File: src/rtl/pin_port_pkg.sv
package pin_port_pkg;
  localparam int NUM_GROUPS = 3;

  typedef enum logic [1:0] {
    RD_DATA = 2'd0,
    RD_DIR  = 2'd1,
    RD_ALT  = 2'd2,
    RD_NONE = 2'd3
  } rdKind_t;

  typedef struct packed {
    logic [NUM_GROUPS-1:0] wrData;
    logic [NUM_GROUPS-1:0] wrDir;
    logic                  wrAlt;
    rdKind_t               rdKind;
    logic [1:0]            rdGroup;
  } portStrobe_t;
endpackage

File: src/rtl/pin_port_ctrl.sv
module pin_port_ctrl
  import pin_port_pkg::*;
(
  input  logic [2:0]  regAddr,
  input  logic        regWe,
  output portStrobe_t strobe
);
  logic [2:0] dirIdx;
  assign dirIdx = regAddr - 3'd3;

  always_comb begin
    strobe = '0;
    strobe.rdKind = RD_NONE;
    unique case (regAddr)
      3'd0, 3'd1, 3'd2: begin
        strobe.rdKind = RD_DATA;
        strobe.rdGroup = regAddr[1:0];
        strobe.wrData[regAddr[1:0]] = regWe;
      end
      3'd3, 3'd4, 3'd5: begin
        strobe.rdKind = RD_DIR;
        strobe.rdGroup = dirIdx[1:0];
        strobe.wrDir[dirIdx[1:0]] = regWe;
      end
      3'd6: begin
        strobe.rdKind = RD_ALT;
        strobe.wrAlt = regWe;
      end
      default: strobe.rdKind = RD_NONE;
    endcase
  end
endmodule

File: src/rtl/pin_port_datapath.sv
module pin_port_datapath
  import pin_port_pkg::*;
#(
  parameter int G0_W = 8,
  parameter int G1_W = 8,
  parameter int G2_W = 6,
  parameter int CNT_W = 5,
  parameter int FAULT_PIN = 7,
  parameter int FAULT_LIMIT = 15,
  parameter int STROBE_PIN = 6,
  parameter int STROBE_LIMIT = 16,
  parameter int SCL_PIN = 4,
  parameter int SDA_PIN = 5,
  parameter int EE_LIMIT = 18,
  localparam int NUM_PINS = G0_W + G1_W + G2_W
) (
  input  logic                clk,
  input  logic                rstN,
  input  portStrobe_t         strobe,
  input  logic [7:0]          regWdata,
  output logic [7:0]          regRdata,
  input  logic [CNT_W-1:0]    lcdCount,
  input  logic [NUM_PINS-1:0] padIn,
  output logic [NUM_PINS-1:0] padOut,
  output logic [NUM_PINS-1:0] padOe,
  input  logic                faultPulse,
  input  logic                strobeIn,
  input  logic                eeClk,
  input  logic                eeSdaOut,
  output logic                eeSdaIn,
  output logic [NUM_PINS-1:0] dirBits,
  output logic [NUM_PINS-1:0] dataBits,
  output logic [2:0]          altBits
);
  localparam int OFF1 = G0_W;
  localparam int OFF2 = G0_W + G1_W;

  function automatic int groupOf(int pin);
    if (pin < OFF1) return 0;
    if (pin < OFF2) return 1;
    return 2;
  endfunction

  function automatic int bitOf(int pin);
    if (pin < OFF1) return pin;
    if (pin < OFF2) return pin - OFF1;
    return pin - OFF2;
  endfunction

  logic [NUM_PINS-1:0] dataReg, dirReg, lcdMask, outMode;
  logic [2:0] altReg;
  logic faultOn, strobeOn, eeOn;

  always_comb begin
    for (int i = 0; i < NUM_PINS; i++) begin
      lcdMask[i] = (int'(lcdCount) + i >= NUM_PINS);
    end
  end

  assign outMode = dirReg & ~lcdMask;

  always_ff @(posedge clk or negedge rstN) begin
    if (!rstN) begin
      dataReg <= '0;
      dirReg  <= '0;
      altReg  <= 3'b011;
    end else begin
      for (int i = 0; i < NUM_PINS; i++) begin
        if (strobe.wrData[groupOf(i)] && outMode[i]) dataReg[i] <= regWdata[bitOf(i)];
        if (strobe.wrDir[groupOf(i)]) dirReg[i] <= regWdata[bitOf(i)];
      end
      if (strobe.wrAlt) altReg <= regWdata[2:0];
    end
  end

  always_comb begin
    regRdata = '0;
    case (strobe.rdKind)
      RD_DATA: begin
        for (int i = 0; i < NUM_PINS; i++) begin
          if (groupOf(i) == int'(strobe.rdGroup)) regRdata[bitOf(i)] = padIn[i] & ~lcdMask[i];
        end
      end
      RD_DIR: begin
        for (int i = 0; i < NUM_PINS; i++) begin
          if (groupOf(i) == int'(strobe.rdGroup)) regRdata[bitOf(i)] = dirReg[i];
        end
      end
      RD_ALT:  regRdata = {5'd0, altReg};
      default: regRdata = '0;
    endcase
  end

  assign faultOn  = altReg[0] && dirReg[FAULT_PIN] && (int'(lcdCount) < FAULT_LIMIT);
  assign strobeOn = altReg[1] && dirReg[STROBE_PIN] && (int'(lcdCount) < STROBE_LIMIT);
  assign eeOn     = altReg[2] && (int'(lcdCount) < EE_LIMIT);

  always_comb begin
    padOe  = outMode;
    padOut = dataReg;
    if (faultOn)  padOut[FAULT_PIN]  = faultPulse;
    if (strobeOn) padOut[STROBE_PIN] = strobeIn;
    if (eeOn) begin
      padOe[SCL_PIN]  = 1'b1;
      padOut[SCL_PIN] = eeClk;
      padOe[SDA_PIN]  = ~eeSdaOut;
      padOut[SDA_PIN] = 1'b0;
    end
  end

  assign eeSdaIn  = padIn[SDA_PIN];
  assign dirBits  = dirReg;
  assign dataBits = dataReg;
  assign altBits  = altReg;
endmodule

File: src/rtl/pin_port_mux.sv
module pin_port_mux
  import pin_port_pkg::*;
#(
  parameter int G0_W = 8,
  parameter int G1_W = 8,
  parameter int G2_W = 6,
  parameter int CNT_W = 5,
  localparam int NUM_PINS = G0_W + G1_W + G2_W
) (
  input  logic                clk,
  input  logic                rstN,
  input  logic [2:0]          regAddr,
  input  logic                regWe,
  input  logic [7:0]          regWdata,
  output logic [7:0]          regRdata,
  input  logic [CNT_W-1:0]    lcdCount,
  input  logic [NUM_PINS-1:0] padIn,
  output logic [NUM_PINS-1:0] padOut,
  output logic [NUM_PINS-1:0] padOe,
  input  logic                faultPulse,
  input  logic                strobeIn,
  input  logic                eeClk,
  input  logic                eeSdaOut,
  output logic                eeSdaIn
);
  portStrobe_t strobe;
  logic [NUM_PINS-1:0] dirBits, dataBits;
  logic [2:0] altBits;

  pin_port_ctrl u_ctrl (
    .regAddr(regAddr),
    .regWe(regWe),
    .strobe(strobe)
  );

  pin_port_datapath #(
    .G0_W(G0_W), .G1_W(G1_W), .G2_W(G2_W), .CNT_W(CNT_W)
  ) u_dp (
    .clk(clk), .rstN(rstN), .strobe(strobe),
    .regWdata(regWdata), .regRdata(regRdata),
    .lcdCount(lcdCount), .padIn(padIn), .padOut(padOut), .padOe(padOe),
    .faultPulse(faultPulse), .strobeIn(strobeIn),
    .eeClk(eeClk), .eeSdaOut(eeSdaOut), .eeSdaIn(eeSdaIn),
    .dirBits(dirBits), .dataBits(dataBits), .altBits(altBits)
  );
endmodule

File: config.mk
export PLATFORM = sky130hd
export DESIGN_NAME = pin_port_mux
export DESIGN_NICKNAME = d
export VERILOG_FILES = /design/src/rtl/pin_port_pkg.sv /design/src/rtl/pin_port_ctrl.sv /design/src/rtl/pin_port_datapath.sv /design/src/rtl/pin_port_mux.sv
export SDC_FILE = /design/constraint.sdc
export NUM_CORES = 1
export LEC_CHECK = 0
export BUFFER_PORTS_ARGS = -buffer_cell sky130_fd_sc_hd__buf_2
export CAP_MARGIN = 20
export CORE_ASPECT_RATIO = 2
export CORE_MARGIN = 2
export CORE_UTILIZATION = 50
export CTS_CLUSTER_DIAMETER = 60
export DETAILED_ROUTE_END_ITERATION = 10
export PLACE_DENSITY_LB_ADDON = 0.25
export SYNTH_ARGS = -nofsm -noshare
export SYNTH_HDL_FRONTEND = slang
export SYNTH_HIERARCHICAL = 1
export SYNTH_SLANG_ARGS = --single-unit
export TNS_END_PERCENT = 10
File: constraint.sdc
create_clock -name clk -period 5.55 [get_ports clk]
set_input_delay 1.3875 -clock clk [delete_from_list [all_inputs] [get_ports clk]]
set_output_delay 1.3875 -clock clk [all_outputs]
set_load 0.05 [all_outputs]
# --- Yosys cells after proc, flatten, opt, wreduce, memory -nomap -nowiden ---
# Index checks and enable logic that the tools add are counted.
# W data, S select, Z words.
totals:
  elab_cells: 838
  rom_bits: 0
  ramBits: 0
  memories: 0
  in_bits: 45
  output_inout_bits: 53
  latchBits: 0
  register_bits: 47
op_classes:
  n_shift: 0
  bitwise: 51
  n_reduce_logical: 65
  mux: 536
  n_lt_le_gt_ge: 125
  n_eq_ne: 13
  n_mul: 0
  addsub: 22
  div: 0
op_table:
  columns: ["operator", "n"]
  rows:
  - ["$mux W32", 165]
  - ["$lt A32 B5 Y1 const B", 64]
  - ["$ge A32 B1 Y1 const B", 32]
  - ["$ge A32 B6 Y1 const B", 21]
  - ["$mux W8", 62]
  - ["$bwmux W8", 30]
  - ["$mux W1", 169]
  - ["$eq A32 B3 Y1", 4]
  - ["$mux W4", 32]
  - ["$bmux W1 S3", 32]
  - ["$demux W1 S3", 32]
  - ["$logic_and A1 B1 Y1", 61]
  - ["$add A5 B4 Y6 const B", 8]
  - ["$add A5 B5 Y6 const B", 6]
  - ["$add A5 B3 Y6 const B", 4]
  - ["$pmux W8 S3", 1]
  - ["$not A1 Y1", 23]
  - ["$and A1 B1 Y1", 22]
  - ["$and A22 B22 Y22", 1]
  - ["$not A22 Y22", 1]
  - ["$and A8 B8 Y8", 2]
  - ["$mux W2", 7]
  - ["$add A5 B2 Y6 const B", 2]
  - ["$lt A5 B5 Y1 const B", 2]
  - ["other kinds (20)", 29]

# --- Longest topological paths before layout ---
logic_depth:
  ltp_word: 73
  depth_mapped: 10
  mapped_depth_nobuf: 9

# --- Modules after synthesis ---
# The synthesis kept the hierarchy.
by_module_without_submodules:
  columns: ["module", "cells_each", "n_inst", "area_per_inst_um2", "seq_area_each_um2"]
  rows:
  - ["pin_port_datapath", 441, 1, 3982.6, 1178.6]
  - ["pin_port_ctrl", 29, 1, 222.7, 0.0]

# --- Least setup slack after synthesis ---
# Ideal clock, no wire load.
synth_timing:
  path_type: "input -> output"
  start: "input port regAddr[0]"
  end: "output port regRdata[2]"
  path_buffers: 1
  required_ns: 4.163
  t_arrival_ns: 4.513
  path_stages: 9
  setup_slack_ns: -0.350
  cell_sequence: "inv_1 -> ha_1 -> nor3_2 -> o211ai_1 -> clkbuf_1 -> nor2_1 -> and2_1 -> a32oi_1 -> o311ai_0"
synth_rtl:
  columns: ["element", "line_no", "text"]
  rows:
  - ["start: declaration", "pin_port_mux.sv:12", "input logic [2:0] regAddr,"]
  - ["end: declaration", "pin_port_mux.sv:15", "output logic [7:0] regRdata,"]

# --- Worst setup path in the final report ---
layout_timing:
  start: "input port lcdCount[2]"
  end: "output port regRdata[4]"
layout_between:
  elab_chain_len: 52
  word_cells_on_any_way: 116
  classes_between: "add/sub: 16; order compare: 17; mux: 48; bitwise: 35"
layout_lines:
  columns: ["element", "line_no", "text"]
  rows:
  - ["start: declaration", "pin_port_mux.sv:16", "input logic [CNT_W-1:0] lcdCount,"]
  - ["branches (longest 50 deep; another with $ge A32 B6 Y1)", null, null]
  - ["$mux W1 *", "pin_port_datapath.sv:81", "if (groupOf(i) == int'(strobe.rdGroup)) regRdata[bitOf(i)] = padIn[i] & ~lcdMask[i];"]
  - ["$pmux W8 S3 *", "pin_port_datapath.sv:78", "case (strobe.rdKind)"]
# Mark *: on every way between the ends. The select of a mux whose other input is x is not followed.

==> summary.md <==
| Metric | Value |
|---|---|
| Routed WL | between 10000 and 15000 um |
| CP Max Fanout | 13 |
| Post-Place Cells | 640 |
| Netlist cell types | 64 |
| Die W | around 70 um |
| # diodes | 0 |
| Max Slew Vio Count | 0 |
| CTS root buf | clkbuf_16 |
| Pre-CTS setup slack | between 300 and 400 ps |
| Layout cells sized above 1 | roughly a third |
| Pwr/cell area | 317.2 nW/um^2 |
| Max transition margin | between 20% and 30% |
| Share of flip-flops with an asynchronous set or reset | 100.0% |
| Detailed Route Iter0 Violations | 315 |
| Min-delay worst type | reg2reg |
| DRC viols | 0 |
| Reg-to-Reg End | u_dp/dataBits[7]$_DFFE_PN0P_ |
| Via Count | 3989 |
| Switch share | 45.47% |
| Register bit total from synthesis | 47 |
| Finished Core Util | approximately three fifths |
| Syn Std Cell Area | 4205 sq um |
| Wire length per cell | slightly above 20 um |
| First-pass GRT wire length | between 20000 and 25000 um |
| Yosys warns | 6 |
| Layout fillers | approximately 800 |
| Layout Skew | 4.199 ps |
| WP data required | around 4200 ps |
| Post-synth top area share | 26.78% |
| Overflow after GRT | 0 |
| Avg Inst Size Synth | around 8.9 sq um |
| Clock share of power | about a fifth |
| Slew @ Worst Pin | around 1100 ps |
| GRT Overall Usage | 29.60% |
| Synth Net Count | about 540 |
| Fin Setup TNS | 0 ps |
| Total core area | approximately 8200 sq um |
| Post-route cell area | slightly below 5000 sq um |
| Via density | between 6 and 7 |
| CTS resizes | 0 |
| PnR Total Power | 1.527 mW |
| Final period utilization | between 90% and 100% |
| IO Port Bufs | a little under 100 |
| Vias in the first global route | 3951 |
| Final setup fails | 0 |
| Worst Setup End Kind | primary output |
| Post-route ant nets | 0 |
| Post-DP HPWL | around 10000 um |
| CP Launch Type | input pin |
| CTS Buffer Depth | 2 |
| Routability Congestion | 0.9233 |
| Share of power burned in registers | between 30% and 40% |
| Primary FF master, synth | dfrtp_1 |
| TritonCTS Buffers | 5 |
| # H-tree levels | 2 |
| Number of synthesized flops with an enable pin | 0 |
| WHS Path Cells | 1 |
| P_sw | 0.6946 mW |
| Unrepaired setup endpoints after global routing | false |
| Die span in y | roughly 130 um |
| Hold Vio Cnt, Final | 0 |
| Area Overhead vs Synth | 14.49% |
| Sequential fraction of the synthesis area | around 28% |
| Clock-pin slew on the worst setup and hold paths | approximately 60 ps |
| CTS Hold Bufs | 0 |
| Post-synthesis cell count | 470 |
| RR Startpoint | u_dp/dirBits[7]$_DFFE_PN0P_ |
| Drt pass-1 iters | 6 |
| Pin count of the biggest net entering global routing | 48 |
| DIE AREA | 9205 sq um |
| Kind of critical path | in2out |
| Fin cells | between 600 and 700 |
| Worst Path Arrival | between 3000 and 4000 ps |
| Clock sink count | 47 |
| Yosys top cell by area | dfrtp_1 |
| Row count | 47 |
| Hold path start | u_dp/dataBits[3]$_DFFE_PN0P_ |
| Dominant cells by area after synthesis | dfrtp_1, mux2_2, ha_1 |
| Ports | 98 |
| WHS | about 500 ps |
| Count leader, synth | mux2_2 |
| Outcome | completed |
| R2r worst-path depth | 3 |
| Starting density of the core | slightly above 50% |
| Worst reg-to-reg setup slack | 4300 ps |
| Final Critical Period | roughly 5300 ps |
| Post-CTS setup buffers | 0 |
| Post-synth top cells | mux2_2, dfrtp_1, nand2_1, nand3_1 |
| Final net count | 619 |
| Peak VDD IR | 268.8 uV |
| Maxcap violations | 0 |
| Final worst slack | 261.4 ps |
| Antenna violations before repair | 0 |
| Pint | 0.8328 mW |
| Comb power frac | between 40% and 50% |
| Fmax | about 190 MHz |
| DP Area | approximately 4700 sq um |
| TritonCTS clock tree | built |
| Worst skew pair latency | 290 ps |
| Worst hold path endpoint | u_dp/dataBits[3]$_DFFE_PN0P_ |
| Leak Pwr | ~2.3 nW |
==> state kept, by name (all words and copies together) (netlist names) <==
name,count
u_dp/dirBits,22
u_dp/dataBits,22
u_dp/altBits,3
==> placed cells by master (no fill, tap or decap), types with 11 or more instances in the layout <==
master,count
a21oi_1,22
and2_1,17
and3_1,16
buf_2,97
buf_4,18
dfrtp_1,45
ha_1,24
inv_1,15
mux2_2,49
nand2_1,36
nand3_1,26
nor2_1,15
nor2b_1,15
o21ai_0,18
xnor2_1,11
==> worst max-delay path, cell delays in order <==
cell      delay (ps)
buf_2            280
inv_1            190
ha_1             340
a21oi_1          160
a21oi_1           90
a211oi_1         500
a21oi_1          140
o41ai_1          450
buf_2            350
==> layout make-up <==
cell class | count | area, sq um | share of cell area, %
Clock buffer | 8 | 136.4 | 2.833
Inverter | 15 | 56.30 | 1.169
Multi-Input combinational cell | 365 | 2680 | 55.67
Timing Repair Buffer | 116 | 640.6 | 13.31
Tap cell | 98 | 122.6 | 2.547
Sequential cell | 47 | 1179 | 24.48
==> power by group through the flow <==
stage	sequential, mW	combinational, mW	clock, mW
after floorplan	0.473	0.609	0
after global placement	0.487	0.735	0
after detailed placement	0.490	0.744	0
after CTS	0.486	0.746	0.297
after global routing	0.500	0.789	0.310
final	0.486	0.752	0.290
==> layer usage <==
metal | track usage [%] | wire length [um]
met1 | 33.71 | 4877
met2 | 51.34 | 6896
met3 | 2.618 | 577
met4 | 16.99 | 851
met5 | 0 | 0
==> cell families after synthesis <==
kind of cell               after synthesis  synth area share (%)
AOI/OAI and AO/OA                      101                 16.87
xor gates and xnor gates                15                 3.303
adders and majority gates               24                 7.141
buffers and inverters                   58                 8.241
DFF                                     47                 28.03
muxes                                   57                 15.06
and+or+nand+nor                        168                 21.36
==> worst max-delay path by stage <==
stage	startpoint	to	cells after the start	slack [ps]
floorplan	regAddr[0]	regRdata[4]	8	-150
global placement	lcdCount[2]	regRdata[4]	9	420
detailed placement	lcdCount[2]	regRdata[4]	9	310
CTS	lcdCount[2]	regRdata[4]	9	300
global route	regAddr[0]	regRdata[5]	11	150
finish	lcdCount[2]	regRdata[4]	9	260
No activity file was read; power rests on OpenSTA's default activity.
